`src/rtl/irq_ctrl_pkg.sv`:
```
package irq_ctrl_pkg;
  localparam int unsigned DEC_ADDR_W  = 12;
  localparam int unsigned BANK_BASE   = 16;
  localparam int unsigned BANK_STEP_LG = 4;
  localparam logic [63:0] DEFAULT_LVL_SRC = 64'h1FF0_0000_0000_0000;

  typedef enum logic [3:0] {
    SEL_EVENT = 4'h0,
    SEL_MASK  = 4'h4,
    SEL_CLEAR = 4'h8,
    SEL_LEVEL = 4'hC
  } reg_sel_e;
endpackage

```
`src/rtl/irq_sync.sv`:
```
module irq_sync #(
  parameter int unsigned W = 64
) (
  input  logic         clk_i,
  input  logic         rst_ni,
  input  logic [W-1:0] async_i,
  output logic [W-1:0] sync_o
);
  logic [W-1:0] meta_q, sync_q;

  always_ff @(posedge clk_i or negedge rst_ni) begin
    if (!rst_ni) begin
      meta_q <= '0;
      sync_q <= '0;
    end else begin
      meta_q <= async_i;
      sync_q <= meta_q;
    end
  end

  assign sync_o = sync_q;
endmodule

```
`src/rtl/irq_bank.sv`:
```
module irq_bank #(
  parameter int unsigned W = 32,
  parameter logic [W-1:0] LVL_MASK = '0
) (
  input  logic         clk_i,
  input  logic         rst_ni,
  input  logic [W-1:0] src_i,
  input  logic         mask_we_i,
  input  logic         clr_we_i,
  input  logic [W-1:0] wdata_i,
  output logic [W-1:0] events_o,
  output logic [W-1:0] mask_o,
  output logic [W-1:0] levels_o,
  output logic         pend_o
);
  logic [W-1:0] events_q, mask_q, levels_q;
  logic [W-1:0] set_vec, clr_vec, events_d;

  // levels_q holds the previous synchronized sample, so it doubles as edge history
  assign set_vec  = src_i & ~levels_q & ~LVL_MASK;
  assign clr_vec  = clr_we_i ? (wdata_i & ~LVL_MASK) : '0;
  assign events_d = (events_q & ~clr_vec) | set_vec;

  always_ff @(posedge clk_i or negedge rst_ni) begin
    if (!rst_ni) begin
      events_q <= '0;
      mask_q   <= '0;
      levels_q <= '0;
    end else begin
      events_q <= events_d;
      levels_q <= src_i;
      if (mask_we_i) mask_q <= wdata_i;
    end
  end

  assign events_o = events_q;
  assign mask_o   = mask_q;
  assign levels_o = levels_q;
  assign pend_o   = |((events_q | (levels_q & LVL_MASK)) & mask_q);

  p_edge_latch_r4: assert property (@(posedge clk_i) disable iff (!rst_ni)
    (|set_vec) |=> ((events_q & $past(set_vec)) == $past(set_vec)));

  p_event_hold_r4: assert property (@(posedge clk_i) disable iff (!rst_ni)
    !clr_we_i |=> (($past(events_q) & ~events_q) == '0));

  p_clear_r6: assert property (@(posedge clk_i) disable iff (!rst_ni)
    clr_we_i |=> ((events_q & $past(wdata_i & ~LVL_MASK) & ~$past(set_vec)) == '0));

  p_mask_hold_r3: assert property (@(posedge clk_i) disable iff (!rst_ni)
    !mask_we_i |=> $stable(mask_q));
endmodule

```
`src/rtl/irq_regif.sv`:
```
module irq_regif
  import irq_ctrl_pkg::*;
#(
  parameter int unsigned ADDR_W    = 12,
  parameter int unsigned NUM_BANKS = 2,
  parameter int unsigned W         = 32
) (
  input  logic                          valid_i,
  input  logic                          write_i,
  input  logic [ADDR_W-1:0]             addr_i,
  input  logic [NUM_BANKS-1:0][W-1:0]   events_i,
  input  logic [NUM_BANKS-1:0][W-1:0]   mask_i,
  input  logic [NUM_BANKS-1:0][W-1:0]   levels_i,
  output logic [NUM_BANKS-1:0]          mask_we_o,
  output logic [NUM_BANKS-1:0]          clr_we_o,
  output logic [W-1:0]                  rdata_o
);
  localparam int unsigned IDX_W = ADDR_W - BANK_STEP_LG;

  logic [ADDR_W-1:0] rel;
  logic [IDX_W-1:0]  idx;
  reg_sel_e          sel;

  assign rel = addr_i - ADDR_W'(BANK_BASE);
  assign idx = rel[ADDR_W-1:BANK_STEP_LG];
  assign sel = reg_sel_e'(addr_i[BANK_STEP_LG-1:0]);

  always_comb begin
    mask_we_o = '0;
    clr_we_o  = '0;
    rdata_o   = '0;
    for (int b = 0; b < NUM_BANKS; b++) begin
      if (valid_i && idx == IDX_W'(b)) begin
        if (write_i) begin
          case (sel)
            SEL_MASK:  mask_we_o[b] = 1'b1;
            SEL_CLEAR: clr_we_o[b]  = 1'b1;
            default: ;
          endcase
        end else begin
          case (sel)
            SEL_EVENT: rdata_o = events_i[b];
            SEL_MASK:  rdata_o = mask_i[b];
            SEL_LEVEL: rdata_o = levels_i[b];
            default:   rdata_o = '0;
          endcase
        end
      end
    end
  end
endmodule

```
`src/rtl/mixed_irq_ctrl.sv`:
```
module mixed_irq_ctrl
  import irq_ctrl_pkg::*;
#(
  parameter int unsigned ADDR_W    = DEC_ADDR_W,
  parameter int unsigned BANK_W    = 32,
  parameter int unsigned NUM_BANKS = 2,
  parameter logic [NUM_BANKS*BANK_W-1:0] LVL_SRC = DEFAULT_LVL_SRC
) (
  input  logic                        clk_i,
  input  logic                        rst_ni,
  input  logic [NUM_BANKS*BANK_W-1:0] irq_i,
  input  logic                        bus_valid_i,
  input  logic                        bus_write_i,
  input  logic [ADDR_W-1:0]           bus_addr_i,
  input  logic [BANK_W-1:0]           bus_wdata_i,
  output logic [BANK_W-1:0]           bus_rdata_o,
  output logic                        cpu_irq_o
);
  localparam int unsigned SRC_W = NUM_BANKS * BANK_W;
  localparam logic [ADDR_W-1:0] DEC_LO = ADDR_W'(BANK_BASE);
  localparam logic [ADDR_W-1:0] DEC_HI = ADDR_W'(BANK_BASE + NUM_BANKS * (2 ** BANK_STEP_LG));

  logic [SRC_W-1:0]                 src_sync;
  logic [NUM_BANKS-1:0][BANK_W-1:0] ev_w, mask_w, lvl_w;
  logic [NUM_BANKS-1:0]             mask_we, clr_we, pend;
  logic                             irq_q;

  irq_sync #(.W(SRC_W)) u_sync (
    .clk_i  (clk_i),
    .rst_ni (rst_ni),
    .async_i(irq_i),
    .sync_o (src_sync)
  );

  for (genvar b = 0; b < NUM_BANKS; b++) begin : g_bank
    // numbering is reversed: the highest input block feeds bank 0
    irq_bank #(
      .W       (BANK_W),
      .LVL_MASK(LVL_SRC[b*BANK_W +: BANK_W])
    ) u_bank (
      .clk_i    (clk_i),
      .rst_ni   (rst_ni),
      .src_i    (src_sync[(NUM_BANKS-1-b)*BANK_W +: BANK_W]),
      .mask_we_i(mask_we[b]),
      .clr_we_i (clr_we[b]),
      .wdata_i  (bus_wdata_i),
      .events_o (ev_w[b]),
      .mask_o   (mask_w[b]),
      .levels_o (lvl_w[b]),
      .pend_o   (pend[b])
    );
  end

  irq_regif #(
    .ADDR_W   (ADDR_W),
    .NUM_BANKS(NUM_BANKS),
    .W        (BANK_W)
  ) u_regif (
    .valid_i  (bus_valid_i),
    .write_i  (bus_write_i),
    .addr_i   (bus_addr_i),
    .events_i (ev_w),
    .mask_i   (mask_w),
    .levels_i (lvl_w),
    .mask_we_o(mask_we),
    .clr_we_o (clr_we),
    .rdata_o  (bus_rdata_o)
  );

  always_ff @(posedge clk_i or negedge rst_ni) begin
    if (!rst_ni) irq_q <= 1'b0;
    else         irq_q <= |pend;
  end

  assign cpu_irq_o = irq_q;

  p_irq_follow_r8: assert property (@(posedge clk_i) disable iff (!rst_ni)
    cpu_irq_o == $past(|pend));

  p_single_strobe_r3: assert property (@(posedge clk_i) disable iff (!rst_ni)
    $onehot0({mask_we, clr_we}));

  p_out_of_range_r2: assert property (@(posedge clk_i) disable iff (!rst_ni)
    (bus_addr_i < DEC_LO || bus_addr_i >= DEC_HI) |->
      (mask_we == '0 && clr_we == '0 && bus_rdata_o == '0));
endmodule

```
`config.mk`:
```
export PLATFORM = sky130hd
export DESIGN_NAME = mixed_irq_ctrl
export DESIGN_NICKNAME = d
export VERILOG_FILES = /design/src/rtl/irq_ctrl_pkg.sv /design/src/rtl/irq_sync.sv /design/src/rtl/irq_bank.sv /design/src/rtl/irq_regif.sv /design/src/rtl/mixed_irq_ctrl.sv
export SDC_FILE = /design/constraint.sdc
export NUM_CORES = 1
export LEC_CHECK = 0
export BUFFER_PORTS_ARGS = -buffer_cell sky130_fd_sc_hd__buf_2
export CAP_MARGIN = 40
export CORE_MARGIN = 2
export CORE_UTILIZATION = 30
export CTS_CLUSTER_SIZE = 10
export DETAILED_ROUTE_END_ITERATION = 10
export PLACE_DENSITY_LB_ADDON = 0.1
export SLEW_MARGIN = 20
export SYNTH_ARGS = -nofsm -noshare
export SYNTH_HDL_FRONTEND = slang
export SYNTH_SLANG_ARGS = --single-unit
```
`constraint.sdc`:
```
create_clock -name clk_i -period 2.55 [get_ports clk_i]
set_input_delay 0.255 -clock clk_i [delete_from_list [all_inputs] [get_ports clk_i]]
set_output_delay 0.255 -clock clk_i [all_outputs]
set_load 0.03 [all_outputs]
```
==> impl_metrics.env, run 1 <==
export IMPL_cts_setup_buffers=0
export IMPL_grt_max_degree=86
export IMPL_maxCapViolCount=0
export IMPL_cts_buffer_depth=3
export IMPL_hp_start="bus_wdata_i[30]"
export IMPL_postCtsHoldBufs=92
export IMPL_dp_hpwl_mm=21.5
export IMPL_dpl_cell_area_sq_mm=0.0131
export IMPL_seq_area_sq_mm=0.00781
export IMPL_cts_resized=0
export IMPL_htree_levels=2
export IMPL_grt_pass1_wl_mm=53.0
export IMPL_p_per_area_mw_per_mm2=697
export IMPL_die_h_um=201
export IMPL_gr_total_overflow=0
export IMPL_drt_iter0_markers=450
export IMPL_max_freq_mhz=457
export IMPL_clock_latency_ns=0.52
export IMPL_startpoint="g_bank[0].u_bank.events_o[1]"
export IMPL_die_area_sq_mm=0.0403
export IMPL_worstPathMaxFanout=3
export IMPL_yosysTopAreaCellShare=0.673
export IMPL_startpoint_type="flip-flop"
export IMPL_viasPerCell=4.79
export IMPL_rr_startpoint="g_bank[0].u_bank.events_o[24]"
export IMPL_portBuffers=144
export IMPL_cp_required_ns=2.30
export IMPL_cts_tree="done"
export IMPL_grtUsageTotal=0.173
export IMPL_min_period_over_period=0.858
export IMPL_layout_nets=1214
export IMPL_clock_sinks=312
export IMPL_drt_wl_total_mm=33.9
export IMPL_avgSynthCellArea_sq_um=13.6
export IMPL_vias=7835
export IMPL_syn_num_nets=966
export IMPL_fin_setup_tns_ns=0
export IMPL_ys_top_cells_by_area="dfrtp_1 67%, mux2_1 6.2%, mux2_2 5.3%"
export IMPL_die_w_um=201
export IMPL_row_count=72
export IMPL_hold_viol_final=0
export IMPL_worstMarginPinSlew_ns=0.566
export IMPL_fin_area_sq_mm=0.0151
export IMPL_clock_root_buffer="clkbuf_16"
export IMPL_yosysWarnings=0
export IMPL_crit_path_end_kind="primary output"
export IMPL_place_congestion=0.766
export IMPL_netlist_area_sq_mm=0.0116
export IMPL_grt_setup_unrepaired="no"
export IMPL_drv_slew=0
export IMPL_crit_arrival_ns=1.93
export IMPL_antenna_found_initial=1
export IMPL_drive_above_1_share=0.240
export IMPL_wl_per_cell_um=20.7
export IMPL_ioPinCount=145
export IMPL_status="complete, no violations"
export IMPL_synth_top_area_cell="dfrtp_1"
export IMPL_multi_input_comb_area_sq_mm=0.00340
export IMPL_synth_cells=854
export IMPL_area_growth_pct=30.0
export IMPL_ir_drop_v=0.000428
export IMPL_initial_core_util=0.302
export IMPL_period_minus_slack_ns=2.19
export IMPL_route_detailed_drc=0
export IMPL_grt_pass1_vias=8418
export IMPL_first_pass_iters=4
export IMPL_hold_class="in2reg"
export IMPL_finClkSkew_ns=0.00714
export IMPL_crit_type="reg2out"
export IMPL_synth_seq_cells=312
export IMPL_setup_viol_count_final=0
export IMPL_core_area_sq_mm=0.0384
export IMPL_cellLeakagePower_nw=6.57
export IMPL_slew_headroom=0.622
export IMPL_ys_seq_area_frac=0.673
export IMPL_fillers=3795
export IMPL_synth_distinct_cells=27
export IMPL_clk_pin_slew_ns=0.05
export IMPL_ant_nets=0
export IMPL_cts_buffers=38
-- report_power, final --
part	switching (mW)	total, mW	internal (mW)
clock network	1.97	4.75	2.79
logic	0.304	0.572	0.268
registers	0.0834	5.20	5.11
-- Yosys cell counts, drive strengths merged --
library cell  number
o22a              32
mux2             119
inv               56
nand4              4
a22o              16
dfrtp            312
and4bb             1
or4                1
buf               24
nand2              1
nor4b              3
nand4b             2
a221oi            16
nor3               3
clkbuf            23
a22oi             64
nor2              34
nand3             32
o21ai            111
-- stage by stage --
step	hold slack (ns)	std cells	power, mW	util	setup slack (ns)
final	0.0128	1634	10.5	0.393	0.363
after global routing	0.00514	1634	11.0	0.393	0.280
after CTS	0.00126	1633	10.7	0.393	0.354
after detailed placement	0.207	1488	5.76	0.342	0.319
after global placement	0.208	1488	5.76	0.342	0.441
after floorplan	-0.0406	854	5.41	-	0.538
-- placed cells by master, fill, tap and decap left out, types with 4 or more instances in the layout --
master | synthesis | layout
dfrtp_1 | 312 | 312
buf_2 | 8 | 143
dlygate4sd3_1 | 0 | 92
o21ai_0 | 67 | 67
a22oi_1 | 64 | 64
mux2_1 | 64 | 64
inv_1 | 56 | 56
mux2_2 | 55 | 55
o21ai_1 | 44 | 43
clkbuf_16 | 0 | 39
o22a_1 | 32 | 32
nor2_1 | 32 | 32
nand3_1 | 32 | 32
a22o_1 | 16 | 16
a221oi_1 | 16 | 16
buf_12 | 0 | 14
clkbuf_1 | 23 | 11
buf_4 | 6 | 5
nand4_1 | 4 | 4
-- final cells by class --
type,instances,share of cell area
Inverter,56,0.0139
Timing Repair Buffer,255,0.131
Antenna cell,1,0.000166
Multi-Input combinational cell,439,0.225
Clock inverter,2,0.00108
Tap cell,518,0.0430
Sequential cell,312,0.517
Clock buffer,51,0.0683
-- worst max-delay path, stage by stage, from the launching register on --
cell,delay (ns)
dfrtp_1,0.42
mux2_2,0.28
a22oi_1,0.28
o22a_1,0.19
nor2_1,0.05
buf_2,0.19
-- flip-flops by register name, indices dropped and copies added (netlist names) --
signal / flops
g_bank.u_bank.levels_o: 64
g_bank.u_bank.mask_o: 64
u_sync.meta_q: 64
u_sync.sync_o: 64
g_bank.u_bank.events_o: 55
cpu_irq_o: 1
-- routing by layer --
metal | part of all wire | vias to the layer above | track usage | wire, um
li1 | - | 3581 | - | -
met1 | 0.48 | 4018 | 0.250 | 16300
met2 | 0.46 | 194 | 0.268 | 15500
met3 | 0.045 | 42 | 0.0330 | 1530
met4 | 0.016 | 0 | 0.0426 | 545
met5 | 0 | - | 0 | 0
-- cell families after synthesis --
logic type,after synthesis,share of synthesized area
muxes,119,0.115
DFF,312,0.673
AOI/OAI and AO/OA,239,0.138
buffers and inverters,103,0.0361
and+or+nand+nor,81,0.0379
-- worst paths after layout --
kind,slack (ns),endpoint,cells past startpoint
max,0.36,bus_rdata_o[1],5
min,0.01,g_bank[1].u_bank.mask_o[30],2
max reg2reg,0.62,cpu_irq_o,4
min reg2reg,0.34,u_sync.sync_o[54],0
max in group asynchronous,1.43,g_bank[0].u_bank.mask_o[13],3
min in group asynchronous,0.25,u_sync.meta_q[61],2
(Power assumes the default switching activity.)
==> run 2: changes to the inputs <==
--- a/config.mk
+++ b/config.mk
@@ -11,6 +11,7 @@
 export CORE_UTILIZATION = 30
 export CTS_CLUSTER_SIZE = 10
 export DETAILED_ROUTE_END_ITERATION = 10
+export GPL_TIMING_DRIVEN = 0
 export PLACE_DENSITY_LB_ADDON = 0.1
 export SLEW_MARGIN = 20
 export SYNTH_ARGS = -nofsm -noshare
==> run 2 against run 1 <==
- critical path depth up 3
- combinational power up 1%
- final area up 0.39%
- count of clock-buffer cells in the layout down 2
- wire length up 10%
- worst setup slack worse by 0.28 ns
- hold slack better by 0.21 ns
- critical path type is now in2out
- register-to-register slack worse by 0.21 ns
- sequential power about the same
- clock skew up 0.019 ns
- core utilization up 0.15 points
==> impl_metrics.env, run 2 (same netlist as run 1, synthesis figures left out) <==
export IMPL_fin_area_sq_mm=0.0151
export IMPL_hold_viol_final=0
export IMPL_path_cells="buf_2, nor4b_2, nand4b_1, buf_2, clkbuf_2, o22a_1, nor2_1, buf_2"
export IMPL_rrSetupSlack_ns=0.41
export IMPL_startpoint_type="input pin"
export IMPL_drive_above_1_share=0.250
export IMPL_clock_root_buffer="clkbuf_16"
export IMPL_clock_latency_ns=0.56
export IMPL_hold_class="in2async"
export IMPL_viasPerCell=4.79
export IMPL_min_period_over_period=0.968
export IMPL_layout_nets=1249
export IMPL_grt_max_degree=97
export IMPL_worstMarginPinSlew_ns=0.875
export IMPL_numPlacedInstances=1518
export IMPL_cellLeakagePower_nw=6.65
export IMPL_cts_tree="done"
export IMPL_slew_headroom=0.417
export IMPL_crit_type="in2out"
export IMPL_die_area_sq_mm=0.0403
export IMPL_setup_viol_count_final=0
export IMPL_crit_arrival_ns=2.21
export IMPL_htree_levels=2
export IMPL_ir_drop_v=0.000411
export IMPL_first_pass_iters=5
export IMPL_gr_total_overflow=0
export IMPL_place_ws_ns=-0.309
export IMPL_row_count=72
export IMPL_clk_pin_slew_ns=0.05
export IMPL_period_minus_slack_ns=2.47
export IMPL_core_area_sq_mm=0.0384
export IMPL_place_congestion=0.805
export IMPL_worst_path_most_repeated_cell="buf_2"
export IMPL_drt_wl_total_mm=37.4
export IMPL_drv_slew=0
export IMPL_vias=7983
export IMPL_slowest_delay_ns=0.30
export IMPL_ant_nets=0
export IMPL_antenna_found_initial=2
export IMPL_worstPathMaxFanout=10
export IMPL_cp_num_buf_inv=4
export IMPL_ioPinCount=145
export IMPL_die_h_um=201
export IMPL_grt_pass1_wl_mm=55.9
export IMPL_maxCapViolCount=0
export IMPL_finClkSkew_ns=0.0265
export IMPL_route_detailed_drc=0
export IMPL_status="complete, no violations"
export IMPL_cp_top_family="buffers and inverters"
export IMPL_layout_commonest_cell="dfrtp_1"
export IMPL_wl_per_cell_um=22.4
export IMPL_max_freq_mhz=405
export IMPL_grtUsageTotal=0.189
export IMPL_cp_slowest_cell="nor4b_2"
export IMPL_diodes=0
export IMPL_area_growth_pct=30.5
export IMPL_portBuffers=143
export IMPL_fillers=3826
export IMPL_clock_sinks=312
export IMPL_drt_iter0_markers=462
export IMPL_grt_setup_unrepaired="no"
export IMPL_layout_setup_ws_ns=0.0815
export IMPL_final_core_util=0.395
export IMPL_cts_buffers=38
export IMPL_instances_no_fill=1666
export IMPL_initial_core_util=0.302
export IMPL_final_cell_mix="312 x dfrtp_1, 155 x buf_2, 97 x dlygate4sd3_1"
export IMPL_cts_buffer_depth=3
export IMPL_dp_hpwl_mm=24.9
export IMPL_p_per_area_mw_per_mm2=704
export IMPL_die_w_um=201
export IMPL_dpl_cell_area_sq_mm=0.0131
export IMPL_crit_path_end_kind="primary output"
export IMPL_cp_required_ns=2.30
export IMPL_grt_pass1_vias=8645
==> run 2: report_power, final <==
group | internal (mW) | switching, mW
clock | 2.88 | 2.01
combinational | 0.267 | 0.311
sequential | 5.11 | 0.0845
total | 8.26 | 2.41
==> run 2: stage by stage <==
step / setup TNS (ns) / total power, mW / hold slack, ns
finish: 0 / 10.7 / 0.221
global route: 0 / 11.1 / 0.252
CTS: 0 / 10.8 / 0.225
detailed placement: -6.32 / 5.75 / 0.196
global placement: -1581.23 / 5.74 / 0.333
floorplan: 0 / 5.41 / -0.0406
==> run 2: path summary, 6_finish.rpt <==
check,start,endpoint,cells after the start
min,rst_ni,g_bank[1].u_bank.levels_o[24],2
max reg2reg,g_bank[1].u_bank.events_o[9],cpu_irq_o,4
max in group asynchronous,rst_ni,u_sync.meta_q[20],4
max,bus_addr_i[9],bus_rdata_o[29],8
min reg2reg,u_sync.sync_o[20],g_bank[1].u_bank.levels_o[20],0
min in group clk_i,bus_addr_i[2],g_bank[1].u_bank.events_o[0],5
==> run 2: metal layers <==
| layer | global-route usage | part of all wire | vias to the layer above |
|---|---|---|---|
| met3 | 0.0420 | 0.056 | 80 |
| li1 | - | - | 3638 |
| met5 | 0 | 0.00072 | - |
| met2 | 0.297 | 0.46 | 242 |
| met1 | 0.253 | 0.45 | 4019 |
| met4 | 0.0804 | 0.034 | 4 |
==> run 2: final cells by class <==
cell class	count	area [sq um]	area share
Sequential cell	312	7810	0.515
Multi-Input combinational cell	439	3390	0.224
Timing Repair Buffer	243	1780	0.117
Clock buffer	49	1060	0.0702
Tap cell	518	648	0.0428
Buffer	47	235	0.0155
Inverter	56	210	0.0139
Clock inverter	2	13.8	0.000909
==> run 2: what timing repair did <==
item / 4_1_cts / 5_1_grt
pin swaps: 0 / 0
hold buffers: 97 / 0
endpoints found under the setup margin: 32 / 12
setup buffers: 0 / 0
gates resized for setup: 18 / 6
hold endpoints to repair: 175 / 0
==> run 3: changes to the inputs <==
--- a/config.mk
+++ b/config.mk
@@ -8,7 +8,7 @@
 export BUFFER_PORTS_ARGS = -buffer_cell sky130_fd_sc_hd__buf_2
 export CAP_MARGIN = 40
 export CORE_MARGIN = 2
-export CORE_UTILIZATION = 30
+export CORE_UTILIZATION = 62
 export CTS_CLUSTER_SIZE = 10
 export DETAILED_ROUTE_END_ITERATION = 10
 export GPL_TIMING_DRIVEN = 0
==> run 3 against run 2 <==
- critical path depth fell by 1
- register-to-register slack improved by 0.13 ns
- sequential power barely moved
- largest power group unchanged
- non-clock buffer count fell by 17
- clock power fell by 10%
- final area fell by 4.3%
- clock skew fell by 0.017 ns
- combinational power fell by 5.5%
- via count rose by 5.9%
- hold slack got worse by 0.20 ns
- cell count fell by 19%
==> impl_metrics.env, run 3 (same netlist as run 1, synthesis figures left out) <==
export IMPL_slowest_delay_ns=0.53
export IMPL_antenna_found_initial=0
export IMPL_place_ws_ns=-0.182
export IMPL_period_minus_slack_ns=2.50
export IMPL_vias=8454
export IMPL_rr_startpoint="g_bank[0].u_bank.events_o[9]"
export IMPL_layout_nets=1231
export IMPL_total_power_mw=10.1
export IMPL_place_congestion=0.921
export IMPL_ir_drop_v=0.000588
export IMPL_drt_iter0_markers=739
export IMPL_p_int_mw=7.94
export IMPL_layout_setup_ws_ns=0.0550
export IMPL_dp_hpwl_mm=19.8
export IMPL_cts_buffers=37
export IMPL_final_cell_mix="312 x dfrtp_1, 152 x buf_2, 80 x dlygate4sd3_1"
export IMPL_initial_core_util=0.627
export IMPL_crit_arrival_ns=2.24
export IMPL_switching_share=0.216
export IMPL_core_area_sq_mm=0.0185
export IMPL_grt_setup_unrepaired="yes"
export IMPL_die_area_sq_mm=0.0198
export IMPL_seq_area_sq_mm=0.00781
export IMPL_seq_power_share=0.513
export IMPL_cts_tree="done"
export IMPL_cp_required_ns=2.30
export IMPL_grt_pass1_wl_mm=49.2
export IMPL_pwr_share_comb=0.054
export IMPL_startpoint_type="input pin"
export IMPL_grt_max_degree=101
export IMPL_diodes=0
export IMPL_cellLeakagePower_nw=6.51
export IMPL_viasPerCell=6.24
export IMPL_fillers=1148
export IMPL_hold_slack_ns=0.0168
export IMPL_clock_latency_ns=0.51
export IMPL_maxCapViolCount=0
export IMPL_grt_pass1_vias=8911
export IMPL_ioPinCount=145
export IMPL_min_period_over_period=0.978
export IMPL_drv_slew=0
export IMPL_cts_buffer_depth=3
export IMPL_startpoint="bus_addr_i[2]"
export IMPL_htree_levels=2
export IMPL_final_core_util=0.783
export IMPL_setup_viol_count_final=0
export IMPL_fin_setup_tns_ns=0
export IMPL_die_h_um=141
export IMPL_route_detailed_drc=0
export IMPL_die_w_um=141
export IMPL_clk_pin_slew_ns=0.05
export IMPL_hold_viol_final=0
export IMPL_row_count=50
export IMPL_wl_per_cell_um=23.4
export IMPL_p_switching_mw=2.19
export IMPL_drt_wl_total_mm=31.7
export IMPL_status="complete, no violations"
export IMPL_hp_start="bus_wdata_i[9]"
export IMPL_portBuffers=143
export IMPL_p_per_area_mw_per_mm2=699
export IMPL_finClkSkew_ns=0.00934
export IMPL_crit_type="in2out"
export IMPL_area_growth_pct=24.9
export IMPL_crit_path_end_kind="primary output"
export IMPL_multi_input_comb_area_sq_mm=0.00339
export IMPL_ant_nets=0
export IMPL_worst_path_most_repeated_cell="buf_2"
export IMPL_cp_slowest_cell="clkbuf_1"
export IMPL_path_cells="buf_2, buf_2, buf_2, o21ai_1, clkbuf_1, nor2_1, buf_2"
export IMPL_grtUsageTotal=0.330
export IMPL_clock_power_share=0.433
export IMPL_worstMarginPinSlew_ns=0.888
export IMPL_gr_total_overflow=0
export IMPL_hold_class="in2reg"
export IMPL_drive_above_1_share=0.246
export IMPL_worstPathMaxFanout=10
export IMPL_clock_root_buffer="clkbuf_16"
export IMPL_first_pass_iters=5
export IMPL_clock_sinks=312
export IMPL_slew_headroom=0.408
export IMPL_max_freq_mhz=401
export IMPL_layout_commonest_cell="dfrtp_1"
[run 3: cell types whose count changed in the layout (fill, tap and decap cells not counted), moves of 2 or more]
cell,before,now
inv_6,1,3
clkbuf_16,39,37
clkbuf_8,5,0
dlygate4sd3_1,97,80
buf_2,155,152
[run 3: layout make-up]
type	count	share of cell area
Timing Repair Buffer	226	0.111
Buffer	47	0.0156
Tap cell	234	0.0202
Inverter	56	0.0145
Clock buffer	38	0.0642
Clock inverter	3	0.00181
Multi-Input combinational cell	439	0.234
Sequential cell	312	0.539
[run 3: what timing repair did]
| action | 4_1_cts | 5_1_grt |
|---|---|---|
| endpoints found under the setup margin | 28 | 32 |
| setup buffers | 0 | 0 |
| hold buffers | 80 | 0 |
| resized for setup | 3 | 21 |
| endpoints found under the hold margin | 201 | 0 |
| cloned | 0 | 0 |
[run 3: path summary, 6_finish.rpt]
path	to	slack [ns]	cells past startpoint
max	bus_rdata_o[12]	0.05	7
min	g_bank[0].u_bank.mask_o[9]	0.02	2
max reg2reg	cpu_irq_o	0.54	4
min reg2reg	u_sync.sync_o[4]	0.34	0
max in group asynchronous	u_sync.sync_o[41]	1.19	4
min in group asynchronous	u_sync.sync_o[19]	0.20	2
[run 3: worst max-delay path, delay by kind of cell]
family	cells	cell delay, ns
buffers and inverters	5	1.35
AOI/OAI and AO/OA	1	0.45
and+or+nand+nor	1	0.17
[run 3: metrics by stage]
stage / instance area, sq um / cells
global route: 14500 / 1355
floorplan: 11600 / 854
finish: 14500 / 1355
detailed placement: 12700 / 1234
CTS: 14500 / 1355
global placement: 12600 / 1231
[run 3: power groups by stage]
| stage | logic (mW) | clock network [mW] | registers, mW |
|---|---|---|---|
| after floorplan | 0.160 | 0 | 5.25 |
| after CTS | 0.540 | 4.44 | 5.20 |
| after detailed placement | 0.440 | 0 | 5.28 |
| final | 0.546 | 4.38 | 5.20 |
| after global placement | 0.419 | 0 | 5.28 |
| after global routing | 0.598 | 4.64 | 5.21 |
[run 3: metal layers]
metal | vias up | track usage | wire length (um)
met4 | 0 | 0.126 | 901
met2 | 489 | 0.532 | 15500
met1 | 4299 | 0.449 | 12100
met5 | - | 0 | 0
li1 | 3597 | - | -
met3 | 69 | 0.0700 | 3210
